<file path="src/rtl/adc_arb_pkg.sv">
// Shared constants and helpers for the converter access arbiter.
// Assumes exactly three clients: 0 low-power, 1 digital, 2 radio.
package adc_arb_pkg;
    localparam int NREQ   = 3;
    localparam int IDX_W  = 2;
    localparam int FLAG_W = 2;

    typedef logic [IDX_W-1:0] idx_t;
    typedef logic [1:0]       prio_t;

    localparam logic [1:0] MODE_FIXED = 2'd0;
    localparam logic [1:0] MODE_LOOP  = 2'd1;
    localparam logic [1:0] MODE_FORCE = 2'd2;

    localparam logic [FLAG_W-1:0] FLG_OK      = 2'd0;
    localparam logic [FLAG_W-1:0] FLG_NOGRANT = 2'd1;
    localparam logic [FLAG_W-1:0] FLG_PREEMPT = 2'd2;

    localparam prio_t PRIO_RST_LP = 2'd1;
    localparam prio_t PRIO_RST_DG = 2'd0;
    localparam prio_t PRIO_RST_RF = 2'd2;

    typedef enum logic [1:0] {ST_IDLE, ST_BUSY, ST_SETTLE} arb_state_e;

    // Mode 3 is treated as fixed priority.
    function automatic logic mode_is_fixed(input logic [1:0] m);
        return (m != MODE_LOOP) && (m != MODE_FORCE);
    endfunction

    // Client that follows i in the rotation order.
    function automatic idx_t next_idx(input idx_t i);
        return (int'(i) == NREQ-1) ? idx_t'(0) : idx_t'(int'(i) + 1);
    endfunction
endpackage

</file>
<file path="src/rtl/adc_arb_prio.sv">
// Priority register bank for the three clients.
// Assumes writes are one-cycle strobes; a write is taken only when the
// three values are distinct and each is at most NREQ-1.
module adc_arb_prio
    import adc_arb_pkg::*;
(
    input  logic                   clk,
    input  logic                   rst_n,
    input  logic                   wr,
    input  prio_t                  in_lp,
    input  prio_t                  in_dg,
    input  prio_t                  in_rf,
    output logic [NREQ-1:0][1:0]   prio_q
);
    logic wr_ok;

    // Validity of a requested write: distinct and in range.
    always_comb begin
        wr_ok = (in_lp != in_dg) && (in_lp != in_rf) && (in_dg != in_rf) &&
                (int'(in_lp) < NREQ) && (int'(in_dg) < NREQ) && (int'(in_rf) < NREQ);
    end

    // Priority storage with reset values.
    always_ff @(posedge clk) begin
        if (!rst_n) begin
            prio_q[0] <= PRIO_RST_LP;
            prio_q[1] <= PRIO_RST_DG;
            prio_q[2] <= PRIO_RST_RF;
        end else if (wr && wr_ok) begin
            prio_q[0] <= in_lp;
            prio_q[1] <= in_dg;
            prio_q[2] <= in_rf;
        end
    end

    AST_PRIO_DISTINCT: assert property (@(posedge clk) disable iff (!rst_n)
        (prio_q[0] != prio_q[1]) && (prio_q[0] != prio_q[2]) && (prio_q[1] != prio_q[2]) &&
        (int'(prio_q[0]) < NREQ) && (int'(prio_q[1]) < NREQ) && (int'(prio_q[2]) < NREQ));
endmodule

</file>
<file path="src/rtl/adc_arb_pick.sv">
// Combinational winner selection among candidate clients.
// Assumes priorities are distinct; mode picks fixed, rotating or forced rule.
module adc_arb_pick
    import adc_arb_pkg::*;
(
    input  logic [NREQ-1:0]        cand,
    input  logic [1:0]             mode,
    input  logic [NREQ-1:0][1:0]   prio,
    input  idx_t                   ptr,
    input  idx_t                   force_sel,
    output logic                   hit,
    output idx_t                   idx
);
    // Select one candidate according to the active rule.
    always_comb begin
        hit = 1'b0;
        idx = '0;
        if (mode == MODE_FORCE) begin
            if (int'(force_sel) < NREQ) begin
                if (cand[force_sel]) begin
                    hit = 1'b1;
                    idx = force_sel;
                end
            end
        end else if (mode == MODE_LOOP) begin
            for (int k = 0; k < NREQ; k++) begin
                if (!hit && cand[(int'(ptr) + k) % NREQ]) begin
                    hit = 1'b1;
                    idx = idx_t'((int'(ptr) + k) % NREQ);
                end
            end
        end else begin
            for (int i = 0; i < NREQ; i++) begin
                if (cand[i] && (!hit || (prio[i] > prio[idx]))) begin
                    hit = 1'b1;
                    idx = idx_t'(i);
                end
            end
        end
    end
endmodule

</file>
<file path="src/rtl/adc_conv_stub.sv">
// Fixed-latency stand-in for the analog converter.
// Assumes LAT >= 1; a start while running restarts the count.
module adc_conv_stub #(
    parameter int LAT = 4
) (
    input  logic clk,
    input  logic rst_n,
    input  logic start,
    output logic fin
);
    localparam int CW = (LAT > 1) ? $clog2(LAT) : 1;

    logic          run_q;
    logic [CW-1:0] cnt_q;

    // Conversion timer.
    always_ff @(posedge clk) begin
        if (!rst_n) begin
            run_q <= 1'b0;
            cnt_q <= '0;
        end else if (start) begin
            run_q <= 1'b1;
            cnt_q <= CW'(LAT-1);
        end else if (run_q) begin
            if (cnt_q == '0) run_q <= 1'b0;
            else             cnt_q <= cnt_q - 1'b1;
        end
    end

    // Finish indication on the last cycle of the count.
    assign fin = run_q && (cnt_q == '0);

    AST_STUB_RUNS: assert property (@(posedge clk) disable iff (!rst_n)
        (run_q && (cnt_q != '0)) |=> run_q);
endmodule

</file>
<file path="src/rtl/adc_share_arbiter.sv">
// Access arbiter for one converter shared by three clients.
// Assumes one-cycle start strobes; tags every answered strobe with a flag
// (0 valid, 1 not granted, 2 interrupted) above DATA_W data bits.
module adc_share_arbiter
    import adc_arb_pkg::*;
#(
    parameter int DATA_W     = 13,
    parameter int CONV_LAT   = 4,
    parameter int SETTLE_MAX = 4
) (
    input  logic                 clk,
    input  logic                 rst_n,
    input  logic [2:0]           req_start,
    input  logic [1:0]           mode,
    input  logic [1:0]           force_sel,
    input  logic                 prio_wr,
    input  logic [1:0]           prio_lp,
    input  logic [1:0]           prio_dg,
    input  logic [1:0]           prio_rf,
    input  logic [2:0]           settle_cyc,
    input  logic [DATA_W-1:0]    sample_in,
    output logic [2:0]           grant,
    output logic                 conv_start,
    output logic [2:0]           res_done,
    output logic [DATA_W+1:0]    res_lp,
    output logic [DATA_W+1:0]    res_dg,
    output logic [DATA_W+1:0]    res_rf
);
    localparam int WORD_W = DATA_W + FLAG_W;

    arb_state_e            state_q;
    idx_t                  owner_q, ptr_q;
    logic [2:0]            scnt_q, settle_eff;
    logic [NREQ-1:0]       pend_q, pend_n;
    logic                  cs_q;
    logic [NREQ-1:0]       done_q;
    logic [WORD_W-1:0]     word_q [NREQ];

    logic [NREQ-1:0][1:0]  prio;
    logic [NREQ-1:0]       frc_rej, busy_rej, rej, arr, beat, cand_idle, sel_mask;
    logic                  busy, idle_hit, pre_hit, start, fin;
    idx_t                  idle_idx, pre_idx, chosen;

    adc_arb_prio u_prio (
        .clk(clk), .rst_n(rst_n), .wr(prio_wr),
        .in_lp(prio_lp), .in_dg(prio_dg), .in_rf(prio_rf), .prio_q(prio)
    );

    assign busy = (state_q == ST_BUSY);

    // Per-client rejection and preemption terms.
    for (genvar g = 0; g < NREQ; g++) begin : g_cli
        assign frc_rej[g]  = req_start[g] && (mode == MODE_FORCE) && (int'(force_sel) != g);
        assign beat[g]     = arr[g] && busy && mode_is_fixed(mode) &&
                             (int'(owner_q) != g) && (prio[g] > prio[owner_q]);
        assign busy_rej[g] = busy && arr[g] && (int'(owner_q) != g) &&
                             !(pre_hit && (int'(pre_idx) == g));

        AST_PREEMPT_ZERO: assert property (@(posedge clk) disable iff (!rst_n)
            (done_q[g] && (word_q[g][WORD_W-1:DATA_W] == FLG_PREEMPT)) |->
            (word_q[g][DATA_W-1:0] == '0));
        AST_FLAG_CODE: assert property (@(posedge clk) disable iff (!rst_n)
            done_q[g] |-> (word_q[g][WORD_W-1:DATA_W] != 2'd3));
    end

    assign arr       = req_start & ~frc_rej;
    assign rej       = frc_rej | busy_rej;
    assign cand_idle = (state_q == ST_IDLE) ? (pend_q | arr) : '0;

    adc_arb_pick u_pick_idle (
        .cand(cand_idle), .mode(mode), .prio(prio), .ptr(ptr_q),
        .force_sel(force_sel), .hit(idle_hit), .idx(idle_idx)
    );

    adc_arb_pick u_pick_pre (
        .cand(beat), .mode(MODE_FIXED), .prio(prio), .ptr(ptr_q),
        .force_sel(force_sel), .hit(pre_hit), .idx(pre_idx)
    );

    adc_conv_stub #(.LAT(CONV_LAT)) u_conv (
        .clk(clk), .rst_n(rst_n), .start(start), .fin(fin)
    );

    // Start decision, chosen client and next waiting set.
    always_comb begin
        start      = idle_hit || pre_hit;
        chosen     = pre_hit ? pre_idx : idle_idx;
        sel_mask   = start ? (NREQ'(1) << chosen) : '0;
        pend_n     = (pend_q | (busy ? '0 : arr)) & ~rej & ~sel_mask;
        settle_eff = (int'(settle_cyc) > SETTLE_MAX) ? 3'(SETTLE_MAX) : settle_cyc;
    end

    // Ownership state machine and result word updates.
    always_ff @(posedge clk) begin
        if (!rst_n) begin
            state_q <= ST_IDLE;
            owner_q <= '0;
            ptr_q   <= '0;
            scnt_q  <= '0;
            pend_q  <= '0;
            cs_q    <= 1'b0;
            done_q  <= '0;
            for (int i = 0; i < NREQ; i++) word_q[i] <= '0;
        end else begin
            cs_q   <= start;
            pend_q <= pend_n;
            done_q <= rej;
            for (int i = 0; i < NREQ; i++) begin
                if (rej[i]) word_q[i] <= {FLG_NOGRANT, {DATA_W{1'b0}}};
            end
            if (start) begin
                owner_q <= chosen;
                ptr_q   <= next_idx(chosen);
            end
            case (state_q)
                ST_IDLE: begin
                    if (idle_hit) state_q <= ST_BUSY;
                end
                ST_BUSY: begin
                    if (pre_hit) begin
                        done_q[owner_q] <= 1'b1;
                        word_q[owner_q] <= {FLG_PREEMPT, {DATA_W{1'b0}}};
                    end else if (fin) begin
                        done_q[owner_q] <= 1'b1;
                        word_q[owner_q] <= {FLG_OK, sample_in};
                        if (settle_eff == '0) begin
                            state_q <= ST_IDLE;
                        end else begin
                            state_q <= ST_SETTLE;
                            scnt_q  <= settle_eff;
                        end
                    end
                end
                ST_SETTLE: begin
                    if (scnt_q <= 3'd1) state_q <= ST_IDLE;
                    else                scnt_q  <= scnt_q - 3'd1;
                end
                default: state_q <= ST_IDLE;
            endcase
        end
    end

    assign grant      = busy ? (NREQ'(1) << owner_q) : '0;
    assign conv_start = cs_q;
    assign res_done   = done_q;
    assign res_lp     = word_q[0];
    assign res_dg     = word_q[1];
    assign res_rf     = word_q[2];

    AST_START_HAS_GRANT: assert property (@(posedge clk) disable iff (!rst_n)
        conv_start |-> $onehot(grant));
    AST_GRANT_ONEHOT: assert property (@(posedge clk) disable iff (!rst_n)
        $onehot0(grant));
    AST_FORCE_SEL: assert property (@(posedge clk) disable iff (!rst_n)
        (conv_start && !$past(pre_hit) && ($past(mode) == MODE_FORCE)) |->
        (grant == (NREQ'(1) << $past(force_sel))));
endmodule

</file>
<file path="config.mk">
export PLATFORM = sky130hd
export DESIGN_NAME = adc_share_arbiter
export DESIGN_NICKNAME = d
export VERILOG_FILES = /design/src/rtl/adc_arb_pkg.sv /design/src/rtl/adc_arb_prio.sv /design/src/rtl/adc_arb_pick.sv /design/src/rtl/adc_conv_stub.sv /design/src/rtl/adc_share_arbiter.sv
export SDC_FILE = /design/constraint.sdc
export NUM_CORES = 1
export LEC_CHECK = 0
export ABC_AREA = 0
export CAP_MARGIN = 30
export CORE_MARGIN = 2
export CORE_UTILIZATION = 40
export DETAILED_ROUTE_END_ITERATION = 12
export DONT_BUFFER_PORTS = 1
export GPL_TIMING_DRIVEN = 0
export PLACE_DENSITY = 0.54
export SYNTH_ARGS = -nofsm -noshare
export SYNTH_HDL_FRONTEND = slang
export SYNTH_SLANG_ARGS = --single-unit
</file>
<file path="constraint.sdc">
create_clock -name clk -period 5.75 [get_ports clk]
set_input_delay 1.4375 -clock clk [delete_from_list [all_inputs] [get_ports clk]]
set_output_delay 1.4375 -clock clk [all_outputs]
set_load 0.03 [all_outputs]
</file>
### After elaboration in Yosys (flattened, before gate mapping)

Memory sizes are Yosys's and may differ from the RTL's.
Cells that the tools add are included.

* add/subtract/negate cells: 5
* divide/modulo/power cells: 3
* magnitude comparators: 22
* eq/ne operators: 23
* shift-type cells: 2
* mux-type cells: 107
* bitwise logic cells: 14
* reductions and logical operators: 67

Operators with widths (count)
* < comparator 32 x 4 -> 1 bit, second input constant: 3
* remainder unit 32 x 3 -> 32 bit, second input constant: 2
* two-way mux 15 bit: 4
* two-way mux 2 bit: 28
* two-way mux 1 bit: 52
* logical AND 1 bit: 42
* two-way mux 3 bit: 12
* remainder unit 3 x 3 -> 32 bit, second input constant: 1
* != test 2 bit, second input constant: 11
* binary-select mux 2 bit (select 2 bit): 4
* > comparator 2 bit: 7
* < comparator 2 x 3 -> 1 bit, second input constant: 4
* OR 3 bit: 4
* == test 2 bit, second input constant: 5
* AND 3 bit: 3
* logical NOT 1 bit: 9
* inverter 3 bit: 3
* binary-select mux 1 bit (select 2 bit): 4
* < comparator 2 bit, second input constant: 4
* nonzero test 2 bit: 4
* logical NOT 2 bit: 3
* != test 2 bit: 3
* case mux 2 bit (3 select lines): 1
* case mux 3 bit (2 select lines): 1
* other kinds (19): 29

* bits in registers: 25
* RAM bits: 45
* input port bits: 32
* memories: 1

Memories
* word_q: words 3, width 15, rd ports 3, clocked after memory_dff 0, write ports 4, line adc_share_arbiter.sv:37 `logic [WORD_W-1:0] word_q [NREQ];`

### Logic depth before layout (Yosys ltp)

Gate-level depths: netlist of the first run.

* depth in word-level cells: 29
* depth in mapped cells: 20
* depth with buffers taken out: 18

### Hierarchy

A second synthesis of the first run with hierarchy kept.

* cell total of the unflattened synthesis: 446
* area, all modules: 4335.4 µm²

Modules (own cells, without submodules)
* adc_share_arbiter: instances 1, cells each 247, area each 2819.0 µm²
* adc_arb_pick: instances 2, cells each 75, area each 519.2 µm²
* adc_arb_prio: instances 1, cells each 35, area each 320.3 µm²
* adc_conv_stub: instances 1, cells each 14, area each 157.7 µm²

### Worst setup path after synthesis of the first run

No wires, ideal clock.

* kind: input to register
* start point: in mode[0]
* end point: mem word_q[0][0] (netlist name), enable pin
* arrival time: 4.469 ns
* required time: 5.379 ns
* slack: 0.910 ns
* stages on the path: 16
* path through: inv_1 ha_1 buf_6 o21ai_1 nand2_1 nor4b_1 or2_1 buf_2 mux2i_1 ha_1 nor2b_1 a2bb2oi_1 nor3b_1 nor3b_1 o32ai_2 nand2b_1

RTL lines
* start: declaration: line adc_share_arbiter.sv:14 `input logic [1:0] mode,`
* end: declaration: line adc_share_arbiter.sv:37

==> impl_results.md, run 1 <==
- Max-slew violations: 0
- DRT antenna net count: 0
- Residual DRC: 0
- RSZ-0062 raised after global routing: false
- Fin crit period: 5.35 ns
- Cell area after layout: 0.00406 mm^2
- Largest net degree at the start of global routing: 15
- Row count: 35
- Initial antenna violation count: 0
- Worst Hold Class: reg2reg
- Final Hold Vio Count: 0
- Met3 usage: 6.38%
- Core ar.: 0.00915 mm^2
- Pwr Density: 348 mW/mm^2
- TritonRoute pass-1 iters: 6
- Cts bufs inserted: 9
- Routed length per instance: 16.8 um
- Vias per cell: 5.43
- GR Util met2: 27.7%
- Crit share post-route: 93.0%
- Via count: 2756
- Post-CTS Setup Bufs: 0
- Later-pin clock latency in the skew report: 0.35 ns
- CTS resizes: 0
- Placement Cell Area: 0.00389 mm^2
- # nets final: 443
- Mapped Nets: 432
- Synth top area share: 33.7%
- Endpoint class of the critical path: register
- Outcome: complete, no violations
- Crit Path Max Fanout: 14
- Asr flop ratio synth: 0%
- DP Wirelength: 6.47 mm
- Placer Congestion: 0.870
- Worst-margin pin slew: 0.742 ns
- Max-cap viol count: 0
- Share of layout cells above drive strength 1: 9.07%
- Post-synthesis register bit count: 70
- Area Growth Syn to Fin: 8.28%
- Post-synthesis average cell area: 9.84 um^2
- TritonCTS clock tree: yes
- Clock root buffer: clkbuf_8
- Max Freq: 187 MHz
- Vias in the first global route: 2615
- Setup crit start kind: primary input
- CTS H-tree depth: 3
- Iteration-0 DRC Markers: 153
- Top Usage Layer GRT: met2
- CTS Hold Buffers Added: 0
- Clock sink total: 70
- Met1 GRT Util: 23.1%
- Relative slew slack: 50.5%
- Gr ovfl total: 0
- Die area: 0.0102 mm^2
- VDD IR max: 0.162 mV
- Clk buf depth: 2
- Synth top area cells: edfxtp_1, dfxtp_1, nor2_1
- CP Data Arrival Time: 5.32 ns
- Fill count: 859
- CTS clk-pin slew, worst paths: 0.07 ns
- R2R setup slack: 0.74 ns
- EDFF count, synth: 42
- Synthesized cell area: 0.00375 mm^2
- Worst Path Required: 5.72 ns
- Gr usage total: 17.6%
- Synth area leader: edfxtp_1
- Register area share after synthesis: 48.6%
- Die extent in x: 101 um
- First-pass GRT wire length: 13.8 mm
- Die extent in y: 101 um
- Ys flop type: edfxtp_1
- Setup-failing EPs final: 0
- WS Path Type: in2reg
- Unique masters post-synth: 66
- Total number of yosys warnings: 0
- Buffers on Ports: 0
- Leak: 1.48 nW
- TNS Setup: 0 ns
- Io pins: 84
- Initial Util: 40.9%
- Mapped Cells: 381
- Final Skew: 0.0122 ns
- Final WL: 8.56 mm
- Ant diodes: 0
[critical path, cell delays in order]
cell and delay (ns):
inv_1 0.02, ha_1 0.19, buf_6 0.14, o21ai_1 0.26, nand2_1 0.17, nor4b_1 0.38
or2_1 0.16, buf_2 0.15, mux2i_1 0.09, ha_1 0.30, nor2b_1 0.14, a2bb2oi_1 0.29
nor3b_1 0.38, nor3b_1 0.13, o32ai_2 0.42, nand2b_1 0.65
[synth_stat cells (all sizes together), types with 2 or more instances]
master	count
a211oi	3
a21boi	2
a21oi	18
a311oi	3
a31oi	4
and2	2
and3	2
buf	5
clkbuf	10
dfxtp	28
edfxtp	42
ha	19
inv	22
mux2i	12
nand2	41
nand2b	9
nand3	4
nand3b	2
nor2	67
nor2b	12
nor3	7
nor3b	3
nor4b	3
o2111ai	2
o211a	3
o211ai	4
o21a	5
o21ai	17
o22ai	2
o31ai	2
o32ai	2
or2	5
[cell type report]
| class | count | area, um^2 | share of cell area (%) |
|---|---|---|---|
| Multi-Input combinational cell | 274 | 1770 | 43.7 |
| Clock buffer | 9 | 124 | 3.05 |
| Sequential cell | 70 | 1820 | 44.9 |
| Clock inverter | 7 | 47.5 | 1.17 |
| Inverter | 22 | 82.6 | 2.04 |
| Tap cell | 111 | 139 | 3.42 |
| Buffer | 15 | 68.8 | 1.70 |
[registers in the layout, summed over array words and instances, names as in the netlist]
register       flops
word_q            45
u_prio.prio_q      6
pend_q             3
res_done           3
scnt_q             3
owner_q            2
ptr_q              2
state_q            2
u_conv.cnt_q       2
conv_start         1
u_conv.run_q       1
[report_power, final]
group | internal [W] | switching (W) | total, W
combinational | 0.000129 | 0.000218 | 0.000347
sequential | 0.000600 | 0.000114 | 0.000714
clock | 0.000157 | 0.000192 | 0.000349
[kinds of logic (layout without fill, tap and decap cells)]
kind of cell / after synthesis / in the layout / share of synthesized area, %
AOI/OAI and AO/OA: 80 / 80 / 16.7
xor gates and xnor gates: 1 / 1 / 0.234
muxes: 12 / 12 / 3.21
adders and majority gates: 19 / 19 / 6.34
buffers and inverters: 37 / 53 / 4.04
DFF: 70 / 70 / 48.6
and+or+nand+nor: 162 / 162 / 20.8
[per-layer routing]
layer / up-vias / routed length [um]
li1: 1376 / -
met1: 1301 / 3920
met2: 72 / 4030
met3: 7 / 517
met4: 0 / 85
met5: - / 0
[through the flow]
step,util (%),instances,hold slack [ns],setup slack (ns),power (W)
after floorplan,-,381,0.438,0.910,0.000987
after global placement,42.5,492,0.451,0.119,0.00107
after detailed placement,42.5,492,0.458,0.0844,0.00107
after CTS,44.3,508,0.468,0.388,0.00142
after global routing,44.3,508,0.511,0.0911,0.00150
final,44.3,508,0.463,0.403,0.00141
[worst paths after layout]
check                                              from  cells after the start                 endpoint
worst min-delay path             scnt_q[1]$_SDFFE_PN0P_                      2   scnt_q[1]$_SDFFE_PN0P_
worst max register to register  owner_q[1]$_SDFFE_PN0P_                     16  word_q[0][11]$_DFFE_PP_
worst min register to register   scnt_q[1]$_SDFFE_PN0P_                      2   scnt_q[1]$_SDFFE_PN0P_
worst max-delay path                            mode[0]                     16  word_q[0][11]$_DFFE_PP_
[layout by cell type, fill, tap and decap left out, types with 4 or more instances in the layout]
cell type	synthesis	final
buf_2	4	4
mux2i_1	12	12
ha_1	19	19
inv_1	21	21
nand3_1	4	4
o21ai_0	13	13
dfxtp_1	28	28
nand2b_1	8	8
o211ai_1	4	4
nand2_1	41	41
a21oi_1	18	18
o21a_1	4	4
clkbuf_8	0	9
edfxtp_1	42	42
clkbuf_1	10	10
nor2b_1	11	11
nor3_1	6	6
nor2_1	67	67
or2_1	4	4
Power figures use the tool's default switching activity.
==> inputs of run 2 (changes only) <==
--- a/config.mk
+++ b/config.mk
@@ -6,12 +6,14 @@
 export NUM_CORES = 1
 export LEC_CHECK = 0
 export ABC_AREA = 0
-export CAP_MARGIN = 30
+export CAP_MARGIN = 25
 export CORE_MARGIN = 2
 export CORE_UTILIZATION = 40
 export DETAILED_ROUTE_END_ITERATION = 12
 export DONT_BUFFER_PORTS = 1
 export GPL_TIMING_DRIVEN = 0
+export HOLD_SLACK_MARGIN = 0.1
+export MAX_ROUTING_LAYER = met4
 export PLACE_DENSITY = 0.54
 export SYNTH_ARGS = -nofsm -noshare
 export SYNTH_HDL_FRONTEND = slang
==> run 2 against run 1 <==
Net effect:
- design area unchanged
- critical path depth is the same
- largest power group unchanged
- register-to-register slack got worse by 0.04 ns
==> impl_results.md, run 2 (same netlist as run 1, synthesis figures left out) <==
- Clock power share: 24.6%
- Outcome: complete, no violations
- Leak: 1.48 nW
- Net Sw Power: 0.000523 W
- Hold slack: 0.463 ns
- Setup-failing EPs final: 0
- Seq pwr share: 50.7%
- Area Growth Syn to Fin: 8.28%
- Vias in the first global route: 2617
- Share of layout cells above drive strength 1: 9.07%
- Fin crit period: 5.38 ns
- Combinational share of power: 24.7%
- Placer Congestion: 0.885
- Max Freq: 186 MHz
- Non-filler cells, final: 508
- DRT antenna net count: 0
- Metal2 WL: 4.07 mm
- CTS clk-pin slew, worst paths: 0.07 ns
- Final Hold Vio Count: 0
- Buffers on Ports: 0
- CTS H-tree depth: 3
- Endpoint class of the critical path: register
- Final Skew: 0.0114 ns
- Commonest non-fill, non-tap cells in the layout: nor2_1, edfxtp_1, nand2_1, dfxtp_1, inv_1
- Setup crit start kind: primary input
- Setup slack after layout: 0.365 ns
- Int Pwr: 0.000886 W
- CTS resizes: 0
- Later-pin clock latency in the skew report: 0.34 ns
- Pre-CTS setup slack: 0.0844 ns
- DP Wirelength: 6.47 mm
- Largest net degree at the start of global routing: 15
- TritonCTS clock tree: yes
- Iteration-0 DRC Markers: 156
- Via count: 2785
- Clock sink total: 70
- WS Path Type: in2reg
- TNS Setup: 0 ns
- Crit share post-route: 93.7%
- Worst-margin pin slew: 0.757 ns
- Cell area after layout: 0.00406 mm^2
- Row count: 35
- Final WL: 8.58 mm
- Relative slew slack: 49.5%
- Core ar.: 0.00915 mm^2
- Clock root buffer: clkbuf_8
- First-pass GRT wire length: 13.8 mm
- Residual DRC: 0
- Fill count: 859
- Worst Path Required: 5.72 ns
- Routed length per instance: 16.9 um
- Gr ovfl total: 0
- Cts bufs inserted: 9
- Max reg flops: 45
- Pwr Density: 347 mW/mm^2
- Io pins: 84
- Met3 WL: 471 um
- Placement Cell Area: 0.00389 mm^2
- Clk buf depth: 2
- CP Data Arrival Time: 5.35 ns
- # nets final: 443
- Max-cap viol count: 0
- CTS Hold Buffers Added: 0
- Largest regs: word_q: 45 flops, u_prio.prio_q: 6 flops
- VDD IR max: 0.160 mV
- Max-slew violations: 0
- Top sig layer: met4
- Largest Register: word_q
- Gr usage total: 18.0%
- Initial Util: 40.9%
- Sw frac: 37.1%
- Worst Hold Class: reg2reg
- Post-CTS Setup Bufs: 0
- Die extent in y: 101 um
- Vias per cell: 5.48
- Ant diodes: 0
- Die extent in x: 101 um
- Crit Path Max Fanout: 14
- Die area: 0.0102 mm^2
- Metal-1 WL: 3.95 mm
- RSZ-0062 raised after global routing: false
- Most common cell after layout, fill and taps aside: nor2_1
- TritonRoute pass-1 iters: 4
- Cell total after placement: 492
- Initial antenna violation count: 0
-- run 2: cell counts in the layout (fill, tap and decap cells not counted) --
Identical to the previous run, type by type.
-- run 2: path summary, 6_finish.rpt --
path                              to  slack [ns]  cells past startpoint               startpoint
max          word_q[0][11]$_DFFE_PP_        0.37                     16                  mode[0]
min           scnt_q[1]$_SDFFE_PN0P_        0.46                      2   scnt_q[1]$_SDFFE_PN0P_
max reg2reg  word_q[0][11]$_DFFE_PP_        0.70                     16  owner_q[1]$_SDFFE_PN0P_
min reg2reg   scnt_q[1]$_SDFFE_PN0P_        0.46                      2   scnt_q[1]$_SDFFE_PN0P_
-- run 2: routing by layer --
| layer | GRT usage (%) | vias up |
|---|---|---|
| li1 | - | 1382 |
| met1 | 23.1 | 1317 |
| met2 | 27.8 | 80 |
| met3 | 5.20 | 6 |
| met4 | 5.16 | 0 |
| met5 | - | - |
-- run 2: worst max-delay path: stages --
cell and delay (ns):
inv_1 0.02, ha_1 0.19, buf_6 0.14, o21ai_1 0.26
nand2_1 0.17, nor4b_1 0.38, or2_1 0.16, buf_2 0.16
mux2i_1 0.09, ha_1 0.30, nor2b_1 0.13, a2bb2oi_1 0.32
nor3b_1 0.38, nor3b_1 0.14, o32ai_2 0.42, nand2b_1 0.66
-- run 2: area by class of cell --
type	count	area, um^2	area share [%]
plain buffers	15	68.8	1.70
clock buffers	9	124	3.05
clock inverters	7	47.5	1.17
inverters	22	82.6	2.04
multi-input cells	274	1770	43.7
flip-flops and latches	70	1820	44.9
well taps	111	139	3.42
-- run 2: power groups by stage --
stage	Combinational [W]	Clock (W)	Sequential (W)
after floorplan	0.000277	0	0.000711
after global placement	0.000343	0	0.000726
after detailed placement	0.000347	0	0.000727
after CTS	0.000349	0.000357	0.000715
after global routing	0.000392	0.000377	0.000723
final	0.000348	0.000347	0.000715
-- run 2: metrics by stage --
step                utilization, %  total power (W)
floorplan                        -         0.000987
global placement              42.5          0.00107
detailed placement            42.5          0.00107
CTS                           44.3          0.00142
global route                  44.3          0.00149
finish                        44.3          0.00141
==> inputs of run 3 (changes only) <==
--- a/config.mk
+++ b/config.mk
@@ -11,6 +11,7 @@
 export CORE_UTILIZATION = 40
 export DETAILED_ROUTE_END_ITERATION = 12
 export DONT_BUFFER_PORTS = 1
+export GPL_ROUTABILITY_DRIVEN = 0
 export GPL_TIMING_DRIVEN = 0
 export HOLD_SLACK_MARGIN = 0.1
 export MAX_ROUTING_LAYER = met4
==> results of run 3 <==
Final layout, timing and power as in run 2 (identical DEF).
